<file path="src/rtl/pcm_ilv_pkg.sv">
package pcm_ilv_pkg;
  // Strobes handed from the control to the datapath, one system cycle wide.
  typedef struct packed {
    logic drive;      // a drive edge occurred this cycle
    logic oeNext;     // output enable for the period now starting
    logic loadTx;     // first bit of a real slot: load shifter
    logic shiftTx;    // later bit of a real slot: advance shifter
    logic sampleBit;  // sample rxd now
    logic lastBit;    // the sampled bit is the last of its byte
    logic kill;       // configuration invalid: force idle
  } ilvStrobes_t;
endpackage

</file>
<file path="src/rtl/pcm_ilv_sync.sv">
module pcm_ilv_sync #(
  parameter int W = 3
) (
  input  logic         clk,
  input  logic         rst,
  input  logic [W-1:0] din,
  output logic [W-1:0] dout
);
  logic [W-1:0] stage1;
  logic [W-1:0] stage2;

  always_ff @(posedge clk) begin
    if (rst) begin
      stage1 <= '0;
      stage2 <= '0;
    end else begin
      stage1 <= din;
      stage2 <= stage1;
    end
  end

  assign dout = stage2;
endmodule

</file>
<file path="src/rtl/pcm_ilv_ctrl.sv">
module pcm_ilv_ctrl
  import pcm_ilv_pkg::*;
#(
  parameter int SLOTS   = 32,
  parameter int BITS    = 8,
  parameter int MAX_LOG = 3,
  localparam int SLOT_W = $clog2(SLOTS),
  localparam int BIT_W  = $clog2(BITS),
  localparam int LOG_W  = $clog2(MAX_LOG + 1),
  localparam int CNT_W  = SLOT_W + BIT_W + MAX_LOG
) (
  input  logic              clk,
  input  logic              rst,
  input  logic              hwClkS,
  input  logic              fsS,
  input  logic [LOG_W-1:0]  cfgRateLog,
  input  logic [LOG_W-1:0]  cfgClkLog,
  input  logic [MAX_LOG-1:0] cfgPhase,
  input  logic              cfgTxFall,
  output ilvStrobes_t       stb,
  output logic [SLOT_W-1:0] rxSlotIdx,
  output logic              reqStb,
  output logic [SLOT_W-1:0] reqSlot,
  output logic              cfgErr
);
  typedef struct packed {
    logic              used;
    logic [SLOT_W-1:0] slot;
    logic [BIT_W-1:0]  bitIdx;
  } posInfo_t;

  logic             hwQ;
  logic             riseEdge, fallEdge, driveEdge, sampleEdge;
  logic [CNT_W-1:0] cnt, cntNext, frameLast;
  logic             active, activeNext, fsSeen;
  logic             errQ, errNow;
  posInfo_t         dNext, dCur;
  logic             bitStartNext, midCur;

  // Where a count falls in the frame: position, slot, bit.
  function automatic posInfo_t decodePos(input logic [CNT_W-1:0] c);
    posInfo_t         d;
    logic [CNT_W-1:0] bitPos;
    logic [CNT_W-1:0] pos;
    logic [CNT_W-1:0] grpMask;
    bitPos  = c >> cfgClkLog;
    pos     = bitPos >> BIT_W;
    grpMask = (CNT_W'(1) << cfgRateLog) - CNT_W'(1);
    d.used   = ((pos & grpMask) == CNT_W'(cfgPhase));
    d.slot   = SLOT_W'(pos >> cfgRateLog);
    d.bitIdx = bitPos[BIT_W-1:0];
    return d;
  endfunction

  // Clock cycle within the current data bit.
  function automatic logic [CNT_W-1:0] cycOf(input logic [CNT_W-1:0] c);
    return c & ((CNT_W'(1) << cfgClkLog) - CNT_W'(1));
  endfunction

  assign riseEdge   = hwClkS & ~hwQ;
  assign fallEdge   = ~hwClkS & hwQ;
  assign driveEdge  = cfgTxFall ? fallEdge : riseEdge;
  assign sampleEdge = cfgTxFall ? riseEdge : fallEdge;

  assign errNow = (int'(cfgPhase) >= (1 << cfgRateLog)) ||
                  ((int'(cfgRateLog) + int'(cfgClkLog)) > MAX_LOG);
  assign frameLast = CNT_W'(((SLOTS * BITS) << (int'(cfgRateLog) + int'(cfgClkLog))) - 1);

  assign cntNext    = fsSeen ? '0 : ((cnt == frameLast) ? '0 : cnt + CNT_W'(1));
  assign activeNext = fsSeen | active;

  assign dNext        = decodePos(cntNext);
  assign dCur         = decodePos(cnt);
  assign bitStartNext = (cycOf(cntNext) == '0);
  assign midCur       = (cycOf(cnt) == ((CNT_W'(1) << cfgClkLog) >> 1));

  always_ff @(posedge clk) begin
    if (rst) begin
      hwQ    <= 1'b0;
      cnt    <= '0;
      active <= 1'b0;
      fsSeen <= 1'b0;
      errQ   <= 1'b0;
    end else begin
      hwQ  <= hwClkS;
      errQ <= errNow;
      if (errQ) begin
        active <= 1'b0;
        fsSeen <= 1'b0;
      end else if (driveEdge) begin
        cnt    <= cntNext;
        active <= activeNext;
        fsSeen <= 1'b0;
      end else if (sampleEdge && fsS) begin
        fsSeen <= 1'b1;
      end
    end
  end

  logic goDrive;
  assign goDrive = driveEdge & activeNext & ~errQ;

  always_comb begin
    stb.drive     = driveEdge;
    stb.oeNext    = goDrive & dNext.used;
    stb.loadTx    = goDrive & dNext.used & bitStartNext & (dNext.bitIdx == '0);
    stb.shiftTx   = goDrive & dNext.used & bitStartNext & (dNext.bitIdx != '0);
    stb.sampleBit = sampleEdge & active & ~errQ & dCur.used & midCur;
    stb.lastBit   = (dCur.bitIdx == BIT_W'(BITS - 1));
    stb.kill      = errQ;
  end

  assign rxSlotIdx = dCur.slot;
  assign reqStb    = stb.loadTx | (sampleEdge & fsS & ~errQ);
  assign reqSlot   = stb.loadTx ? dNext.slot + SLOT_W'(1) : '0;
  assign cfgErr    = errQ;
endmodule

</file>
<file path="src/rtl/pcm_ilv_dp.sv">
module pcm_ilv_dp
  import pcm_ilv_pkg::*;
#(
  parameter int SLOTS = 32,
  parameter int BITS  = 8,
  localparam int SLOT_W = $clog2(SLOTS)
) (
  input  logic              clk,
  input  logic              rst,
  input  ilvStrobes_t       stb,
  input  logic [SLOT_W-1:0] rxSlotIdx,
  input  logic              reqStb,
  input  logic              rxS,
  input  logic [BITS-1:0]   txData,
  output logic              txd,
  output logic              txOe,
  output logic              rxValid,
  output logic [BITS-1:0]   rxByte,
  output logic [SLOT_W-1:0] rxSlot
);
  logic [BITS-1:0] txSh, txNext, rxSh;
  logic            txOeQ;

  always_ff @(posedge clk) begin
    if (rst) begin
      txSh    <= '0;
      txNext  <= '0;
      txOeQ   <= 1'b0;
      rxSh    <= '0;
      rxValid <= 1'b0;
      rxByte  <= '0;
      rxSlot  <= '0;
    end else begin
      if (stb.kill)       txOeQ <= 1'b0;
      else if (stb.drive) txOeQ <= stb.oeNext;

      if (stb.loadTx)       txSh <= txNext;
      else if (stb.shiftTx) txSh <= txSh << 1;

      if (reqStb) txNext <= txData;

      rxValid <= 1'b0;
      if (stb.sampleBit) begin
        rxSh <= {rxSh[BITS-2:0], rxS};
        if (stb.lastBit) begin
          rxValid <= 1'b1;
          rxByte  <= {rxSh[BITS-2:0], rxS};
          rxSlot  <= rxSlotIdx;
        end
      end
    end
  end

  assign txOe = txOeQ;
  assign txd  = txOeQ ? txSh[BITS-1] : 1'b1;
endmodule

</file>
<file path="src/rtl/pcm_ilv_top.sv">
module pcm_ilv_top
  import pcm_ilv_pkg::*;
#(
  parameter int SLOTS   = 32,
  parameter int BITS    = 8,
  parameter int MAX_LOG = 3,
  localparam int SLOT_W = $clog2(SLOTS),
  localparam int LOG_W  = $clog2(MAX_LOG + 1)
) (
  input  logic               clk,
  input  logic               rst,
  input  logic               hwClk,
  input  logic               frameSync,
  input  logic               rxd,
  input  logic [LOG_W-1:0]   cfgRateLog,
  input  logic [LOG_W-1:0]   cfgClkLog,
  input  logic [MAX_LOG-1:0] cfgPhase,
  input  logic               cfgTxFall,
  input  logic [BITS-1:0]    txData,
  output logic               txReq,
  output logic [SLOT_W-1:0]  txReqSlot,
  output logic               rxValid,
  output logic [BITS-1:0]    rxByte,
  output logic [SLOT_W-1:0]  rxSlot,
  output logic               txd,
  output logic               txOe,
  output logic               cfgErr
);
  logic [2:0]        syncOut;
  ilvStrobes_t       stb;
  logic [SLOT_W-1:0] rxSlotIdx;

  pcm_ilv_sync #(.W(3)) u_sync (
    .clk (clk),
    .rst (rst),
    .din ({hwClk, frameSync, rxd}),
    .dout(syncOut)
  );

  pcm_ilv_ctrl #(.SLOTS(SLOTS), .BITS(BITS), .MAX_LOG(MAX_LOG)) u_ctrl (
    .clk       (clk),
    .rst       (rst),
    .hwClkS    (syncOut[2]),
    .fsS       (syncOut[1]),
    .cfgRateLog(cfgRateLog),
    .cfgClkLog (cfgClkLog),
    .cfgPhase  (cfgPhase),
    .cfgTxFall (cfgTxFall),
    .stb       (stb),
    .rxSlotIdx (rxSlotIdx),
    .reqStb    (txReq),
    .reqSlot   (txReqSlot),
    .cfgErr    (cfgErr)
  );

  pcm_ilv_dp #(.SLOTS(SLOTS), .BITS(BITS)) u_dp (
    .clk      (clk),
    .rst      (rst),
    .stb      (stb),
    .rxSlotIdx(rxSlotIdx),
    .reqStb   (txReq),
    .rxS      (syncOut[0]),
    .txData   (txData),
    .txd      (txd),
    .txOe     (txOe),
    .rxValid  (rxValid),
    .rxByte   (rxByte),
    .rxSlot   (rxSlot)
  );
endmodule

</file>
<file path="config.mk">
export PLATFORM = sky130hd
export DESIGN_NAME = pcm_ilv_top
export DESIGN_NICKNAME = d
export VERILOG_FILES = /design/src/rtl/pcm_ilv_pkg.sv /design/src/rtl/pcm_ilv_sync.sv /design/src/rtl/pcm_ilv_ctrl.sv /design/src/rtl/pcm_ilv_dp.sv /design/src/rtl/pcm_ilv_top.sv
export SDC_FILE = /design/constraint.sdc
export NUM_CORES = 1
export LEC_CHECK = 0
export BUFFER_PORTS_ARGS = -buffer_cell sky130_fd_sc_hd__buf_4
export CAP_MARGIN = 20
export CORE_MARGIN = 2
export CORE_UTILIZATION = 30
export DETAILED_ROUTE_END_ITERATION = 8
export PLACE_DENSITY_LB_ADDON = 0.1
export SETUP_SLACK_MARGIN = 0.02
export SLEW_MARGIN = 15
export SYNTH_ARGS = -nofsm -noshare
export SYNTH_HDL_FRONTEND = slang
export SYNTH_SLANG_ARGS = --single-unit
</file>
<file path="constraint.sdc">
create_clock -name clk -period 3.36 [get_ports clk]
set_input_delay 0.168 -clock clk [delete_from_list [all_inputs] [get_ports clk]]
set_output_delay 0.168 -clock clk [all_outputs]
set_load 0.005 [all_outputs]
</file>
# [Word level (Yosys, flattened, before mapping)]
# Cells that the tools add are included.
[classes] addsub=6 n_lt_le_gt_ge=2 eq_ne=5 shifts=8 n_mux=9 bitwise=24 reduce_logical=11
[op_table] op="greater-or-equal comparator 4 x 32 -> 1 bit" count=1
[op_table] op="greater-than comparator 32 x 3 -> 1 bit (second input constant)" count=1
[op_table] op="left shift 1 x 2 -> 32 bit (first input constant)" count=1
[op_table] op="left shift 9 x 32 -> 11 bit (first input constant)" count=1
[op_table] op="AND 11 bit" count=2
[op_table] op="AND 8 x 11 -> 11 bit" count=2
[op_table] op="equality test 11 x 3 -> 1 bit" count=2
[op_table] op="2-to-1 mux 11 bit" count=2
[op_table] op="left shift 1 x 2 -> 11 bit (first input constant)" count=2
[op_table] op=">> shifter 11 x 2 -> 11 bit" count=2
[op_table] op="subtractor 11 x 2 -> 11 bit (second input constant)" count=2
[op_table] op="2-to-1 mux 8 bit" count=2
[op_table] op=">> shifter 8 x 2 -> 5 bit" count=2
[op_table] op="AND 1 bit" count=14
[op_table] op="adder 11 x 1 -> 11 bit (second input constant)" count=1
[op_table] op="equality test 11 x 10 -> 1 bit" count=1
[op_table] op="equality test 11 bit" count=1
[op_table] op="logical NOT 11 bit" count=1
[op_table] op="subtractor 11 x 1 -> 11 bit (second input constant)" count=1
[op_table] op="adder 5 x 1 -> 5 bit (second input constant)" count=1
[op_table] op="2-to-1 mux 5 bit" count=1
[op_table] op="2-to-1 mux 1 bit" count=4
[op_table] op="inverter 1 bit" count=4
[op_table] op="AND reduction 2 bit" count=2
[op_table] op="10 further kinds" count=12
[totals] regBits=59 out_inout_bits=23

# [Logic depth before layout (Yosys ltp)]
[depth] word_depth=14 depth_mapped=17 ltp_nobuf=16

# [By module]
# Synthesis repeated with hierarchy kept, for this count alone.
[unflattened] cells_unflattened=534 area_unflattened_um2=4262.8
[modules_own_cells] module="pcm_ilv_ctrl" instances=1 cells_each=372 area_each_um2=2560.0 seq_area_each_um2=300.3
[modules_own_cells] module="pcm_ilv_dp" instances=1 cells_each=150 area_each_um2=1545.2 seq_area_each_um2=760.7
[modules_own_cells] module="pcm_ilv_sync" instances=1 cells_each=12 area_each_um2=157.7 seq_area_each_um2=120.1

# [Worst setup path after synthesis]
# OpenSTA, ideal clock, no wires.
[synth_timing] path_kind="input port to output port" from="input cfgRateLog[0]" to="output txReqSlot[4]" arrival_ns=3.436 required_ns=3.192 slack_ns=-0.244 path_stages=15 n_path_buf=1 path_cell_list="ha_1 fa_1 or3_1 ha_1 xnor2_1 xnor2_1 o31ai_2 buf_2 a2111o_1 and4_4 a211oi_4 ha_1 nand3_1 a21boi_0 o211a_1"
[synth_between] elab_chain_len=13
[synth_lines] element="start, declared" line="pcm_ilv_top.sv:15" rtl="input logic [LOG_W-1:0] cfgRateLog,"
[synth_lines] element="adder 2 x 2 -> 3 bit" line="pcm_ilv_ctrl.sv:67" rtl="assign frameLast = CNT_W'(((SLOTS * BITS) << (int'(cfgRateLog) + int'(cfgClkLog))) - 1);"
[synth_lines] element="left shift 9 x 32 -> 11 bit" line="pcm_ilv_ctrl.sv:67"
[synth_lines] element="subtractor 11 x 2 -> 11 bit" line="pcm_ilv_ctrl.sv:67"
[synth_lines] element="equality test 11 bit" line="pcm_ilv_ctrl.sv:69" rtl="assign cntNext = fsSeen ? '0 : ((cnt == frameLast) ? '0 : cnt + CNT_W'(1));"
[synth_lines] element="2-to-1 mux 11 bit (2 in a row)" line="pcm_ilv_ctrl.sv:69"
[synth_lines] element=">> shifter 11 x 2 -> 11 bit" line="pcm_ilv_ctrl.sv:46" rtl="bitPos = c >> cfgClkLog;"
[synth_lines] element="AND 8 x 11 -> 11 bit" line="pcm_ilv_ctrl.sv:49" rtl="d.used = ((pos & grpMask) == CNT_W'(cfgPhase));"
[synth_lines] element="equality test 11 x 3 -> 1 bit" line="pcm_ilv_ctrl.sv:49"
[synth_lines] element="AND 1 bit (3 in a row)" line="pcm_ilv_ctrl.sv:106" rtl="stb.loadTx = goDrive & dNext.used & bitStartNext & (dNext.bitIdx == '0);"
[synth_lines] element="2-to-1 mux 5 bit *" line="pcm_ilv_ctrl.sv:115" rtl="assign reqSlot = stb.loadTx ? dNext.slot + SLOT_W'(1) : '0;"
[synth_lines] element="end, declared" line="pcm_ilv_top.sv:21" rtl="output logic [SLOT_W-1:0] txReqSlot,"
# Every way passes the cells marked *; elsewhere a longest branch is shown, timed or not.

# [Worst setup path in the final report]
# Same ends and word-level chain as after synthesis.

==> flow_metrics.py <==
metrics = {
    "synth": {
        "synthTopCellsByArea": "dfxtp_1, mux2i_1, nor2_1",
        "yosysSeqAreaShare_pct": 26.75,
        "synth.distinct_cells": 80,
        "synthCells": 554,
        "synth_edf_count": 0,
        "ys.flop_type": "dfxtp_1",
        "post_synth.cell_area_avg_um2": 7.970,
        "ys_ff_latch": 59,
        "syn_area_um2": 4415,
        "synthArstFlopShare_pct": 0,
        "synth_top_area_share_pct": 26.75,
        "synth_nets": 585,
        "synth_top_cell_by_area": "dfxtp_1",
        "ys_warn_count": 0,
    },
    "clocking": {
        "cts_tree": "yes",
        "clkTransAtPathRegs_ns": 0.05,
        "cts_sinks": 59,
        "cts.htree.levels": 3,
        "cts_buffers": 9,
        "clk_latency_ns": 0.34,
        "clock_path_buffers": 2,
        "root_buffer": "clkbuf_16",
    },
    "status": {
        "status": "finished, violations left",
        "violations": "negative setup slack",
    },
    "setup_path": {
        "worst-path-max-fanout": 4,
        "start_kind": "input port",
        "required_ns": 3.19,
        "critical_path_class": "input port to output port",
        "cp-end-kind": "output port",
        "cp.arrival_ns": 3.42,
    },
    "timing": {
        "tightest_slew_ns": 0.7393,
        "rsz0062_at_grt": "yes",
        "layout_setup_ws_ns": -0.2266,
        "finalSetupViolations": 15,
        "max_freq_mhz": 278.8,
        "relSlewSlack_pct": 50.29,
        "maxSlewViolCount": 0,
        "hold_violations": 0,
        "skew_ns": 0.008445,
        "layout_min_cycle_time_ns": 3.587,
        "finalCritPeriodShare_pct": 106.7,
    },
    "detailed_routing": {
        "drtIter0Drc": 346,
        "wl_per_cell_um": 17.45,
        "drcViolationCount": 0,
        "drtPass1Iterations": 5,
        "via_count": 4396,
        "viasPerCell": 5.407,
        "antenna_left": 0,
        "totalWireLength_um": 14190,
    },
    "grt": {
        "grt_max_degree": 68,
        "antenna_found_initial": 0,
        "first_global_vias": 4365,
        "grt_pass1_wl_um": 22940,
        "track_usage_pct": 18.13,
        "overflow": 0,
    },
    "finish": {
        "utilization_pct": 40.04,
        "final_area_um2": 5798,
        "drive_gt1_share_pct": 28.14,
        "finalNonFillerCells": 813,
        "syn_to_final_growth_pct": 31.31,
        "antenna_cells": 0,
        "layout.nets": 655,
    },
    "power_and_ir_drop": {
        "power_density_nw_per_um2": 341.0,
        "leakage_nw": 2.338,
        "fin_total_pwr_mw": 1.977,
        "vdd_drop_max_mv": 0.2712,
    },
    "placed_design": {
        "dp_hpwl_um": 10120,
        "dp_cells": 787,
        "port_buffers": 43,
        "pre_cts_ws_ns": -0.4410,
        "placedInstanceArea_um2": 5181,
        "gp_congestion": 0.8616,
    },
    "min_path": {
        "hold_path_class": "input port to flip-flop",
    },
    "die": {
        "io_pins": 44,
        "die_h_um": 125.3,
        "die_x_um": 125.3,
        "die-area_um2": 15710,
        "core_area_um2": 14480,
        "num_rows": 44,
        "initial_core_util_pct": 30.50,
    },
    "job": {
        "maxCapViolCount": 0,
    },
}
## final timing paths
| check | from | endpoint | slack, ns | cells past startpoint |
|---|---|---|---|---|
| worst min register to register | u_sync.stage1[1] | u_sync.dout[1] | 0.43 | 1 |
| worst max register to register | u_ctrl.cnt[0] | u_dp.txNext[4] | 0.12 | 13 |
| worst min-delay path | rxd | u_sync.stage1[0] | 0.04 | 2 |
| worst max-delay path | cfgRateLog[0] | txReqSlot[4] | -0.23 | 17 |
## layer usage
| layer | vias to the layer above | global-route usage, % | share of wire, % |
|---|---|---|---|
| li1 | 2164 | - | - |
| met1 | 2081 | 24.06 | 46 |
| met2 | 132 | 29.03 | 46 |
| met3 | 19 | 4.065 | 5.8 |
| met4 | 0 | 6.405 | 1.9 |
| met5 | - | 0 | 0 |
## report_power, final
group | switching [mW] | internal, mW
Sequential | 0.00672 | 0.707
Clock | 0.339 | 0.593
Combinational | 0.182 | 0.150
Total | 0.527 | 1.45
## placed cells by master (no fill, tap or decap), drive strengths merged, types with 3 or more instances in the layout
master	synthesis	routed
buf	25	104
xnor2	5	5
a211o	5	5
or3	5	5
nand3b	3	3
a21oi	35	35
nand2	41	41
nand3	14	14
nor3b	3	3
nand4	7	7
o211ai	6	6
o22ai	3	3
a31oi	9	9
o21a	5	5
o221ai	4	4
o211a	3	3
xor2	4	4
nor3	18	18
and2	7	7
and3	3	3
o21ai	22	22
o22a	3	3
a211oi	4	4
nor2	69	69
o31ai	10	10
clkbuf	20	12
inv	15	15
mux2	10	10
o311ai	4	4
a21o	3	3
mux2i	39	39
dfxtp	59	59
nand2b	28	28
nor2b	9	9
a22oi	6	6
and4	7	7
ha	9	9
## sequential cells by signal (all words and copies together) (netlist names)
register and cells:
u_ctrl.active 1, u_ctrl.cfgErr 1, u_ctrl.cnt 11, u_ctrl.fsSeen 1, u_ctrl.hwQ 1, u_dp.rxByte 8, u_dp.rxSh 7, u_dp.rxSlot 5
u_dp.rxValid 1, u_dp.txNext 8, u_dp.txOe 1, u_dp.txSh 8, u_sync.dout 3, u_sync.stage1 3
## critical path, cell delays in order
cell,delay [ns]
buf_8,0.10
ha_4,0.15
fa_1,0.46
or3_4,0.39
ha_4,0.19
xnor2_4,0.14
xnor2_4,0.18
or3_1,0.40
buf_4,0.18
a21oi_2,0.18
a31oi_4,0.05
and2_4,0.18
ha_4,0.17
nand3b_1,0.09
nand2b_1,0.06
o211a_1,0.21
buf_4,0.13
## layout make-up
cell class	instances	area, um2
tap	184	230.2
clock buffer	12	246.5
timing repair buffer	104	849.6
inverter	15	56.30
sequential	59	1181
multi-input combinational	435	3184
fill	1526	8681
clock inverter	4	50.05
## cells in the mapped netlist, drive strengths merged, types with 5 or more instances
master	number
a21oi	35
a22oi	6
dfxtp	59
mux2	10
o21ai	22
o31ai	10
nand2b	28
and4	7
nor2	69
mux2i	39
clkbuf	20
or3	5
nand4	7
nor3	18
xnor2	5
ha	9
a31oi	9
nand2	41
inv	15
buf	25
a211o	5
o21a	5
nand3	14
o211ai	6
nor2b	9
and2	7
## cells by family after synthesis
| family | Yosys count | share of synthesized area [%] |
|---|---|---|
| buffers and inverters | 60 | 6.461 |
| adders and majority gates | 10 | 3.004 |
| AOI/OAI and AO/OA | 143 | 22.98 |
| and+or+nand+nor | 222 | 26.61 |
| xor gates and xnor gates | 9 | 1.785 |
| DFF | 59 | 26.75 |
| muxes | 51 | 12.41 |
## repair_timing
action	4_1_cts	5_1_grt
hold buffers	0	0
gates resized for setup	32	18
pin swaps	19	17
buffers inserted	10	2
endpoints found under the setup margin	22	23
## per-stage QoR
stage	hold slack, ns	TNS, ns
after floorplan	0.2962	-0.1566
after global placement	0.3793	-6.718
after detailed placement	0.3854	-8.856
after CTS	0.03526	-1.368
after global routing	0.04581	-3.280
final	0.04434	-1.283
Power figures use the tool's default switching activity.
